--- src/rtl/bseq_pkg.sv ---
package bseq_pkg;

   typedef enum logic [1:0] {
      GS_IDLE = 2'd0,
      GS_HIGH = 2'd1,
      GS_LOW  = 2'd2
   } gate_st_e;

   // Width of a counter that must hold values 0..maxval.
   function automatic int unsigned cnt_w(input int unsigned maxval);
      return (maxval < 2) ? 1 : $clog2(maxval + 1);
   endfunction

endpackage

--- src/rtl/bseq_pwm_latch.sv ---
module bseq_pwm_latch (
   input  logic clk,
   input  logic rst_n,
   input  logic en,
   input  logic cyc_start,
   input  logic pwm_off,
   input  logic min_met,
   input  logic force_off,
   output logic latch_q,
   output logic clear_evt
);
   logic set_c;

   // A new cycle wins over any clear request on the same edge.
   always_comb begin
      set_c     = en & cyc_start;
      clear_evt = en & latch_q & ~set_c & (force_off | (pwm_off & min_met));
   end

   always_ff @(posedge clk or negedge rst_n) begin
      if (!rst_n)         latch_q <= 1'b0;
      else if (!en)       latch_q <= 1'b0;
      else if (set_c)     latch_q <= 1'b1;
      else if (clear_evt) latch_q <= 1'b0;
   end
endmodule

--- src/rtl/bseq_fullduty_mon.sv ---
module bseq_fullduty_mon #(
   parameter int unsigned PERIOD_CLKS     = 139,
   parameter int unsigned MAX_FULL_CYCLES = 20
) (
   input  logic clk,
   input  logic rst_n,
   input  logic en,
   input  logic cyc_start,
   input  logic latch_q,
   input  logic clear_evt,
   output logic force_off
);
   import bseq_pkg::*;

   localparam int unsigned POS_W = cnt_w(PERIOD_CLKS);
   localparam int unsigned RUN_W = cnt_w(MAX_FULL_CYCLES);
   localparam logic [POS_W-1:0] POS_MAX = '1;
   localparam logic [POS_W-1:0] MID_AT  = POS_W'(PERIOD_CLKS / 2 - 1);
   localparam logic [RUN_W-1:0] RUN_LIM = RUN_W'(MAX_FULL_CYCLES);

   logic [POS_W-1:0] pos_q;
   logic [RUN_W-1:0] run_q;
   logic             mid_hit;

   // Clocks since the last cycle start; parked at the top until one arrives.
   always_ff @(posedge clk or negedge rst_n) begin
      if (!rst_n)                pos_q <= POS_MAX;
      else if (en && cyc_start)  pos_q <= '0;
      else if (pos_q != POS_MAX) pos_q <= pos_q + 1'b1;
   end

   assign mid_hit = en & (pos_q == MID_AT);

   // Cycles that started with the latch still set, without a turn-off since.
   always_ff @(posedge clk or negedge rst_n) begin
      if (!rst_n)                                     run_q <= '0;
      else if (!en || clear_evt)                      run_q <= '0;
      else if (cyc_start && latch_q && run_q != RUN_LIM) run_q <= run_q + 1'b1;
   end

   assign force_off = mid_hit & (run_q == RUN_LIM);
endmodule

--- src/rtl/bseq_gate_stage.sv ---
module bseq_gate_stage #(
   parameter int unsigned DEAD_CLKS   = 3,
   parameter int unsigned MIN_ON_CLKS = 12
) (
   input  logic clk,
   input  logic rst_n,
   input  logic en,
   input  logic latch_q,
   input  logic ss_high,
   output logic hs_on,
   output logic ls_on,
   output logic min_met
);
   import bseq_pkg::*;

   localparam int unsigned MW = cnt_w(MIN_ON_CLKS);
   localparam logic [MW-1:0] MIN_V  = MW'(MIN_ON_CLKS);
   localparam logic [MW-1:0] MIN_M1 = MW'(MIN_ON_CLKS - 1);

   gate_st_e       st_q, st_n;
   logic           armed_q;
   logic           dead_ok;
   logic           hs_req, ls_req;
   logic [MW-1:0]  hs_run_q;

   // Dead-time counter variant chosen by parameter.
   generate
      if (DEAD_CLKS == 0) begin : g_nodead
         assign dead_ok = 1'b1;
      end else begin : g_dead
         localparam int unsigned DW = cnt_w(DEAD_CLKS);
         localparam logic [DW-1:0] DEAD_V = DW'(DEAD_CLKS);
         logic [DW-1:0] dcnt_q;
         always_ff @(posedge clk or negedge rst_n) begin
            if (!rst_n)                       dcnt_q <= '0;
            else if (!en || st_q != GS_IDLE)  dcnt_q <= '0;
            else if (dcnt_q != DEAD_V)        dcnt_q <= dcnt_q + 1'b1;
         end
         assign dead_ok = (dcnt_q == DEAD_V);
      end
   endgenerate

   // Start-up lockout: cleared by a real high-side attempt or soft-start flag.
   always_ff @(posedge clk or negedge rst_n) begin
      if (!rst_n)                          armed_q <= 1'b1;
      else if (!en)                        armed_q <= 1'b1;
      else if (st_q == GS_HIGH || ss_high) armed_q <= 1'b0;
   end

   always_comb begin
      hs_req = en & latch_q;
      ls_req = en & ~latch_q & ~armed_q;
      st_n   = st_q;
      unique case (st_q)
         GS_IDLE: begin
            if (dead_ok) begin
               if (hs_req)      st_n = GS_HIGH;
               else if (ls_req) st_n = GS_LOW;
            end
         end
         GS_HIGH: if (!hs_req) st_n = GS_IDLE;
         GS_LOW:  if (!ls_req) st_n = GS_IDLE;
         default: st_n = GS_IDLE;
      endcase
   end

   always_ff @(posedge clk or negedge rst_n) begin
      if (!rst_n)   st_q <= GS_IDLE;
      else if (!en) st_q <= GS_IDLE;
      else          st_q <= st_n;
   end

   // Clocks the high side has been driven in the current pulse.
   always_ff @(posedge clk or negedge rst_n) begin
      if (!rst_n)                hs_run_q <= '0;
      else if (st_q != GS_HIGH)  hs_run_q <= '0;
      else if (hs_run_q != MIN_V) hs_run_q <= hs_run_q + 1'b1;
   end

   assign min_met = (st_q == GS_HIGH) & (hs_run_q >= MIN_M1);
   assign hs_on   = en & (st_q == GS_HIGH);
   assign ls_on   = en & (st_q == GS_LOW);
endmodule

--- src/rtl/buck_gate_seq.sv ---
module buck_gate_seq #(
   parameter int unsigned PERIOD_CLKS     = 139,
   parameter int unsigned DEAD_CLKS       = 3,
   parameter int unsigned MIN_ON_CLKS     = 12,
   parameter int unsigned MAX_FULL_CYCLES = 20
) (
   input  logic clk,
   input  logic rst_n,
   input  logic en,
   input  logic cyc_start,
   input  logic pwm_off,
   input  logic ss_high,
   output logic hs_on,
   output logic ls_on
);
   localparam int unsigned HALF_CLKS = PERIOD_CLKS / 2;

   generate
      if (PERIOD_CLKS < 8) begin : g_bad_period
         $error("buck_gate_seq: PERIOD_CLKS must be at least 8");
      end
      if (MIN_ON_CLKS < 1) begin : g_bad_min
         $error("buck_gate_seq: MIN_ON_CLKS must be at least 1");
      end
      if (MAX_FULL_CYCLES < 1) begin : g_bad_max
         $error("buck_gate_seq: MAX_FULL_CYCLES must be at least 1");
      end
      if (MIN_ON_CLKS + DEAD_CLKS + 2 >= HALF_CLKS) begin : g_bad_fit
         $error("buck_gate_seq: minimum on-time plus dead time must fit in half a period");
      end
   endgenerate

   logic latch_q, clear_evt, force_off, min_met;

   bseq_pwm_latch u_latch (
      .clk       (clk),
      .rst_n     (rst_n),
      .en        (en),
      .cyc_start (cyc_start),
      .pwm_off   (pwm_off),
      .min_met   (min_met),
      .force_off (force_off),
      .latch_q   (latch_q),
      .clear_evt (clear_evt)
   );

   bseq_fullduty_mon #(
      .PERIOD_CLKS     (PERIOD_CLKS),
      .MAX_FULL_CYCLES (MAX_FULL_CYCLES)
   ) u_fullduty (
      .clk       (clk),
      .rst_n     (rst_n),
      .en        (en),
      .cyc_start (cyc_start),
      .latch_q   (latch_q),
      .clear_evt (clear_evt),
      .force_off (force_off)
   );

   bseq_gate_stage #(
      .DEAD_CLKS   (DEAD_CLKS),
      .MIN_ON_CLKS (MIN_ON_CLKS)
   ) u_gates (
      .clk     (clk),
      .rst_n   (rst_n),
      .en      (en),
      .latch_q (latch_q),
      .ss_high (ss_high),
      .hs_on   (hs_on),
      .ls_on   (ls_on),
      .min_met (min_met)
   );
endmodule

--- config.mk ---
export PLATFORM = sky130hd
export DESIGN_NAME = buck_gate_seq
export DESIGN_NICKNAME = d
export VERILOG_FILES = /design/src/rtl/bseq_pkg.sv /design/src/rtl/bseq_pwm_latch.sv /design/src/rtl/bseq_fullduty_mon.sv /design/src/rtl/bseq_gate_stage.sv /design/src/rtl/buck_gate_seq.sv
export SDC_FILE = /design/constraint.sdc
export NUM_CORES = 1
export LEC_CHECK = 0
export ABC_AREA = 1
export BUFFER_PORTS_ARGS = -buffer_cell sky130_fd_sc_hd__buf_4
export CAP_MARGIN = 20
export CORE_MARGIN = 4
export CORE_UTILIZATION = 35
export DETAILED_ROUTE_END_ITERATION = 8
export SLEW_MARGIN = 20
export SYNTH_ARGS = -nofsm -noshare
export SYNTH_HDL_FRONTEND = slang
export SYNTH_HIERARCHICAL = 1
export SYNTH_SLANG_ARGS = --single-unit
--- constraint.sdc ---
create_clock -name clk -period 1.8 [get_ports clk]
set_input_delay 0.09 -clock clk [delete_from_list [all_inputs] [get_ports clk]]
set_output_delay 0.09 -clock clk [all_outputs]
set_load 0.03 [all_outputs]
==> results_dict.tcl, run 1 <==
set metrics [dict create \
    outcome "finished clean" \
    design_area_mm2 0.00168 \
    cp-start-kind "flop" \
    setup_tns_ps 0 \
    rows 23 \
    syn_area_mm2 0.00145 \
    dp_hpwl_mm 2.06 \
    critPathBufInv 2 \
    clock.fmax_mhz 613 \
    cts_buffers 3 \
    start_util_pct 36.3 \
    grt_util_all_layers_pct 12.1 \
    cpPeakStageDelay_ps 420 \
    yosys.area.top_type_share_pct 24.1 \
    cts.path.max_buffers 2 \
    drtAntennaViolNets 0 \
    synth.distinct_cells 25 \
    htree_levels 1 \
    routed_wl_mm 2.76 \
    io_pins 8 \
    drv_slew 0 \
    grt_pass1_vias 1149 \
    antenna_found_initial 0 \
    cpLargestDelayFamily "simple AND/OR/NAND/NOR gates" \
    setup_violations 0 \
    yosysMostFrequentCell "nand2_1" \
    fin_crit_ps 1630 \
    fillers 401 \
    hp-class "in2reg" \
    synth_area_leaders "dfrtp_1 24%, dfstp_2 16%, nand2_1 13%" \
    cp_max_fo 5 \
    p_total_mw 1.34 \
    gp_congestion 0.854 \
    peakVddDrop_v 0.000452 \
    relSlewSlack_pct 80.3 \
    synth_top_area_cell "dfrtp_1" \
    slowest_stage "dfrtp_1" \
    clock_latency_ps 260 \
    layoutNonFillerInstCount 263 \
    power_density_mw_per_mm2 797 \
    synthFlopType "dfrtp_1" \
    endpoint_kind "flop" \
    area_growth_pct 15.8 \
    grt_max_degree 24 \
    ys_seq_area_share_pct 40.4 \
    port_buffers 7 \
    crit_chain "inv_1, ha_1, nand4_1, nor3_2, a21oi_1, nor2_1, nor2_2, buf_2, nand3_1, nand2_1" \
    synth_area_per_cell_um2 7.37 \
    async_reset_ff_share_pct 100 \
    die_w_um 72.4 \
    clk_pin_slew_ps 80 \
    design.die.area_mm2 0.00525 \
    syn_nets 210 \
    first_iter_violations 77 \
    rsz0062_at_grt "no" \
    tritoncts "built" \
    grt_first_pass_wirelength_mm 5.09 \
    ys_ff_latch 23 \
    diodes 0 \
    synth_edf_count 0 \
    core_mm2 0.00400 \
    synth_common_cells "52 x nand2_1, 29 x nand3_1, 28 x inv_1, 19 x nor2_1, 14 x dfrtp_1" \
    via_count 1234 \
    avgViaCountPerCell 4.69 \
    cp.arrival_ps 1790 \
    grt_overflow 0 \
    drc_errors 0 \
    hold_viol 0 \
    dp.cells 254 \
    cp.required_ps 1960 \
    avgRoutedWirePerCell_um 10.5 \
    clock-skew-final_ps 2.00 \
    critPathKind "reg2reg" \
    synthCells 197 \
    place_area_mm2 0.00157 \
    cts.sinks 23 \
    leakage_nw 0.806 \
    die_height_um 72.4 \
    dr.pass1.iters 4 \
    cts-root-buf "clkbuf_8" \
    synth_warnings 6 \
    drive_gt1_share_pct 23.5 \
    finalCritPeriodShare_pct 90.6 \
    worstMarginPinSlew_ps 295 \
    max_cap_violations 0 \
    nets 227 \
]
## worst paths after layout
| path | start | to | slack (ps) | cells after the start |
|---|---|---|---|---|
| worst min register to register | u_gates/hs_run_q[3] | u_gates/hs_run_q[3] | 470 | 1 |
| max in group asynchronous | rst_n | u_fullduty/pos_q[4] | 1270 | 2 |
| min in group asynchronous | rst_n | u_gates/g_dead.dcnt_q[1] | 240 | 2 |
| worst max-delay path | u_fullduty/run_q[0] | u_fullduty/run_q[2] | 170 | 10 |
| worst max register to register | u_fullduty/run_q[0] | u_fullduty/run_q[2] | 170 | 10 |
| worst min-delay path | en | u_gates/armed_q | 60 | 2 |
## sequential cells by signal, summed over array words and instances, names as in the netlist
| register | cells |
|---|---|
| u_fullduty/pos_q | 8 |
| u_fullduty/run_q | 5 |
| u_gates/hs_run_q | 4 |
| u_gates/g_dead.dcnt_q | 2 |
| u_gates/st_q | 2 |
| u_gates/armed_q | 1 |
| u_latch/latch_q | 1 |
## timing repair
action | CTS | global route
hold endpoints to repair | 24 | 0
resized for setup | 0 | 9
buffers inserted | 0 | 2
hold buffers | 2 | 0
setup endpoints to repair | 0 | 5
## cells in the final DEF, fill, tap and decap left out
master and instances:
inv_2 4, nand3_2 1, o31ai_1 2, nor2_4 2, a21oi_1 1, o21ai_2 2, clkbuf_8 3, o21ai_0 4
buf_4 10, a21oi_2 2, nor3_1 1, inv_1 27, ha_2 1, or2_1 1, nand3_4 1, buf_6 1
nand3_1 28, nor2_2 6, xor2_1 1, dfrtp_1 14, nor2_1 17, dlygate4sd3_1 2, nand2_2 4, buf_2 1
nand2_1 52, o21ai_1 2, nor3_2 2, dfstp_2 9, ha_1 6, nand4_1 5, clkinv_2 1
## final cells by class
type                       instances  area (um2)  share of cell area (%)
multi-input combinational        141         758                    45.1
timing repair buffer              14         111                    6.62
clock inverter                     1        5.00                   0.298
clock buffer                       3        41.3                    2.46
inverter                          31         116                    6.92
tap                               50        62.6                    3.72
sequential                        23         587                    34.9
## cells by family after synthesis
family	share of synthesized area, %
adders and majority gates	6.03
DFF	40.4
and+or+nand+nor	38.5
AOI/OAI and AO/OA	5.60
xor gates and xnor gates	0.603
buffers and inverters	8.87
## per-layer routing
metal	track usage, %	vias to the layer above	wire (um)
met5	0	-	0
met3	2.22	4	34
met4	6.56	0	41
met2	17.8	6	1260
li1	-	659	-
met1	16.9	565	1420
## report_power, final
group / internal, mW / switching (mW)
clock network: 0.155 / 0.173
registers: 0.611 / 0.0627
logic: 0.136 / 0.203
## stage by stage
| stage | util, % | hold WS [ps] | setup slack, ps |
|---|---|---|---|
| 2_1_floorplan | - | -206 | 174 |
| 3_3_place_gp | 39.3 | 7.72 | 118 |
| 3_5_place_dp | 39.3 | 7.48 | 74.3 |
| 4_1_cts | 40.9 | 48.1 | 64.7 |
| 5_1_grt | 42.0 | 74.8 | 18.1 |
| 6_report | 42.0 | 62.7 | 170 |
(Power assumes the default switching activity.)
==> run 2: changes to the inputs <==
- REMOVE_ABC_BUFFERS: unset -> 1
- SYNTH_HIERARCHICAL: 1 -> unset
==> run 2 against run 1 <==
Net effect:
- core utilization is 0.098 points lower
- largest cell class is now sequential cells
- routed wire length is 14% lower
- combinational power down 47%
- critical path depth shrank 5
- via count decreased by 16%
- maximum frequency grew 8.5%
- clock-buffer cell count rose by 1
==> results_dict.tcl, run 2 <==
set metrics [dict create \
    cp-start-kind "flop" \
    dpl_worst_slack_ps 307 \
    design.die.area_mm2 0.00464 \
    grt_max_degree 24 \
    avgRoutedWirePerCell_um 10.7 \
    dp_hpwl_mm 1.82 \
    clock.fmax_mhz 666 \
    synth_area_leaders "dfrtp_1 28%, dfstp_2 19%, nand2_1 11%" \
    synth_top_area_cell "dfrtp_1" \
    die_w_um 68.1 \
    yosysMostFrequentCell "nand2_1" \
    outcome "finished clean" \
    antenna_found_initial 0 \
    synthFlopType "dfrtp_1" \
    synth_common_cells "37 x nand2_1, 22 x inv_1, 17 x nand3_1, 16 x nor2_1, 14 x dfrtp_1" \
    synthCells 160 \
    final_cell_mix "37 x nand2_1, 22 x inv_1, 17 x nand3_1" \
    hp-class "in2reg" \
    routed_wl_mm 2.36 \
    regMostFlops "u_fullduty.pos_q" \
    fin_crit_ps 1500 \
    post_cts_buffers 0 \
    rsz0062_at_grt "no" \
    finalCritPeriodShare_pct 83.4 \
    dp.cells 213 \
    cts_buffers 3 \
    diodes 0 \
    grt_util_all_layers_pct 12.7 \
    gp_congestion 0.810 \
    setup_tns_ps 0 \
    ys_ff_latch 23 \
    tritoncts "built" \
    die_height_um 68.1 \
    p_total_mw 1.04 \
    cp.arrival_ps 1730 \
    power_density_mw_per_mm2 729 \
    core_mm2 0.00342 \
    synth_warnings 0 \
    yosys.area.top_type_share_pct 27.7 \
    drv_slew 0 \
    synth_area_per_cell_um2 7.91 \
    synth.distinct_cells 23 \
    max_cap_violations 0 \
    layout_setup_ws_ps 298 \
    drtAntennaViolNets 0 \
    cts.path.max_buffers 2 \
    r2r_slack_ps 300 \
    critPathKind "reg2reg" \
    via_count 1041 \
    worstMarginPinSlew_ps 307 \
    ys_seq_area_share_pct 46.3 \
    drc_errors 0 \
    port_buffers 7 \
    rows 21 \
    final_common_cell "nand2_1" \
    syn_area_mm2 0.00127 \
    grt_pass1_vias 1040 \
    grt_first_pass_wirelength_mm 4.44 \
    synth_edf_count 0 \
    utilization_pct 41.9 \
    cp.required_ps 2030 \
    relSlewSlack_pct 79.4 \
    first_iter_violations 59 \
    dr.pass1.iters 4 \
    leakage_nw 0.680 \
    cts.sinks 23 \
    peakVddDrop_v 0.000441 \
    hold_viol 0 \
    async_reset_ff_share_pct 100 \
    cts-root-buf "clkbuf_4" \
    clock-skew-final_ps 1.62 \
    cp_max_fo 9 \
    clk_pin_slew_ps 120 \
    largest_register_ffs 8 \
    start_util_pct 37.1 \
    grt_overflow 0 \
    avgViaCountPerCell 4.73 \
    endpoint_kind "flop" \
    layoutNonFillerInstCount 220 \
    clock_latency_ps 300 \
    drive_gt1_share_pct 14.9 \
    setup_violations 0 \
    io_pins 8 \
    reg_top3 "u_fullduty.pos_q (8), u_fullduty.run_q (5), u_gates.hs_run_q (4)" \
    nets 188 \
    area_growth_pct 13.1 \
    htree_levels 1 \
]
[run 2: changes by cell type in the layout (fill, tap and decap cells not counted), moves of 3 or more]
cell	change
o21ai_0	+5
inv_1	-5
nor2_2	-4
nand2_2	-3
clkbuf_8	-3
clkbuf_4	+3
nand3_1	-11
nand2_1	-15
buf_4	-3
[run 2: worst max-delay path: stages (launching register included)]
cell and delay, ps:
dfstp_2 560, ha_1 180, nand3_1 130, nor2_1 160, nand3_2 190, a22oi_1 200
[run 2: cell families (layout without fill, tap and decap cells)]
| logic type | after synthesis | in the layout | share of synthesized area (%) |
|---|---|---|---|
| XOR/XNOR | 3 | 3 | 2.08 |
| AO/OA/AOI/OAI | 21 | 21 | 9.19 |
| flip-flops | 23 | 23 | 46.3 |
| adder cells (fa/ha/maj) | 7 | 7 | 6.92 |
| buffers and inverters | 25 | 39 | 7.41 |
| AND/OR/NAND/NOR | 81 | 81 | 28.1 |
[run 2: repair_timing]
item                                    CTS  global route
endpoints found under the setup margin    0             0
hold buffers                              3             0
hold endpoints to repair                 24             0
gates resized for setup                   0             0
[run 2: report_power, final]
group          leakage [nW]  internal [mW]  switching, mW  total [mW]
Sequential            0.284          0.591         0.0442       0.635
Combinational         0.380         0.0725          0.106       0.178
Clock                0.0150         0.0863          0.145       0.231
[run 2: final timing paths]
kind,from,end,depth (start not counted)
max reg2reg,u_fullduty.pos_q[0],u_fullduty.pos_q[3],5
max in group asynchronous,rst_n,u_fullduty.pos_q[5],2
max,u_fullduty.pos_q[0],u_fullduty.pos_q[3],5
min in group asynchronous,rst_n,u_fullduty.run_q[4],2
min reg2reg,u_gates.g_dead.dcnt_q[0],u_gates.g_dead.dcnt_q[0],1
min,en,u_latch.latch_q,3
[run 2: cell type report]
cell class,count,area [um2]
fillers,363,1980
inverters,25,93.8
clock buffers,4,26.3
repair buffers,10,82.6
multi-input cells,112,586
well taps,46,57.6
flip-flops and latches,23,587
[run 2: layer usage]
layer	vias up	wire length (um)	track usage, %
met5	-	0	0
met4	0	15	2.98
met3	2	57	3.94
met2	7	1160	21.3
met1	484	1130	15.9
li1	548	-	-
[run 2: stage by stage]
| step | hold WS [ps] | cell area [um2] |
|---|---|---|
| final | 78.9 | 1430 |
| after global routing | 91.7 | 1430 |
| after CTS | 69.7 | 1430 |
| after detailed placement | 3.10 | 1380 |
| after global placement | 1.92 | 1380 |
| after floorplan | -206 | 1270 |
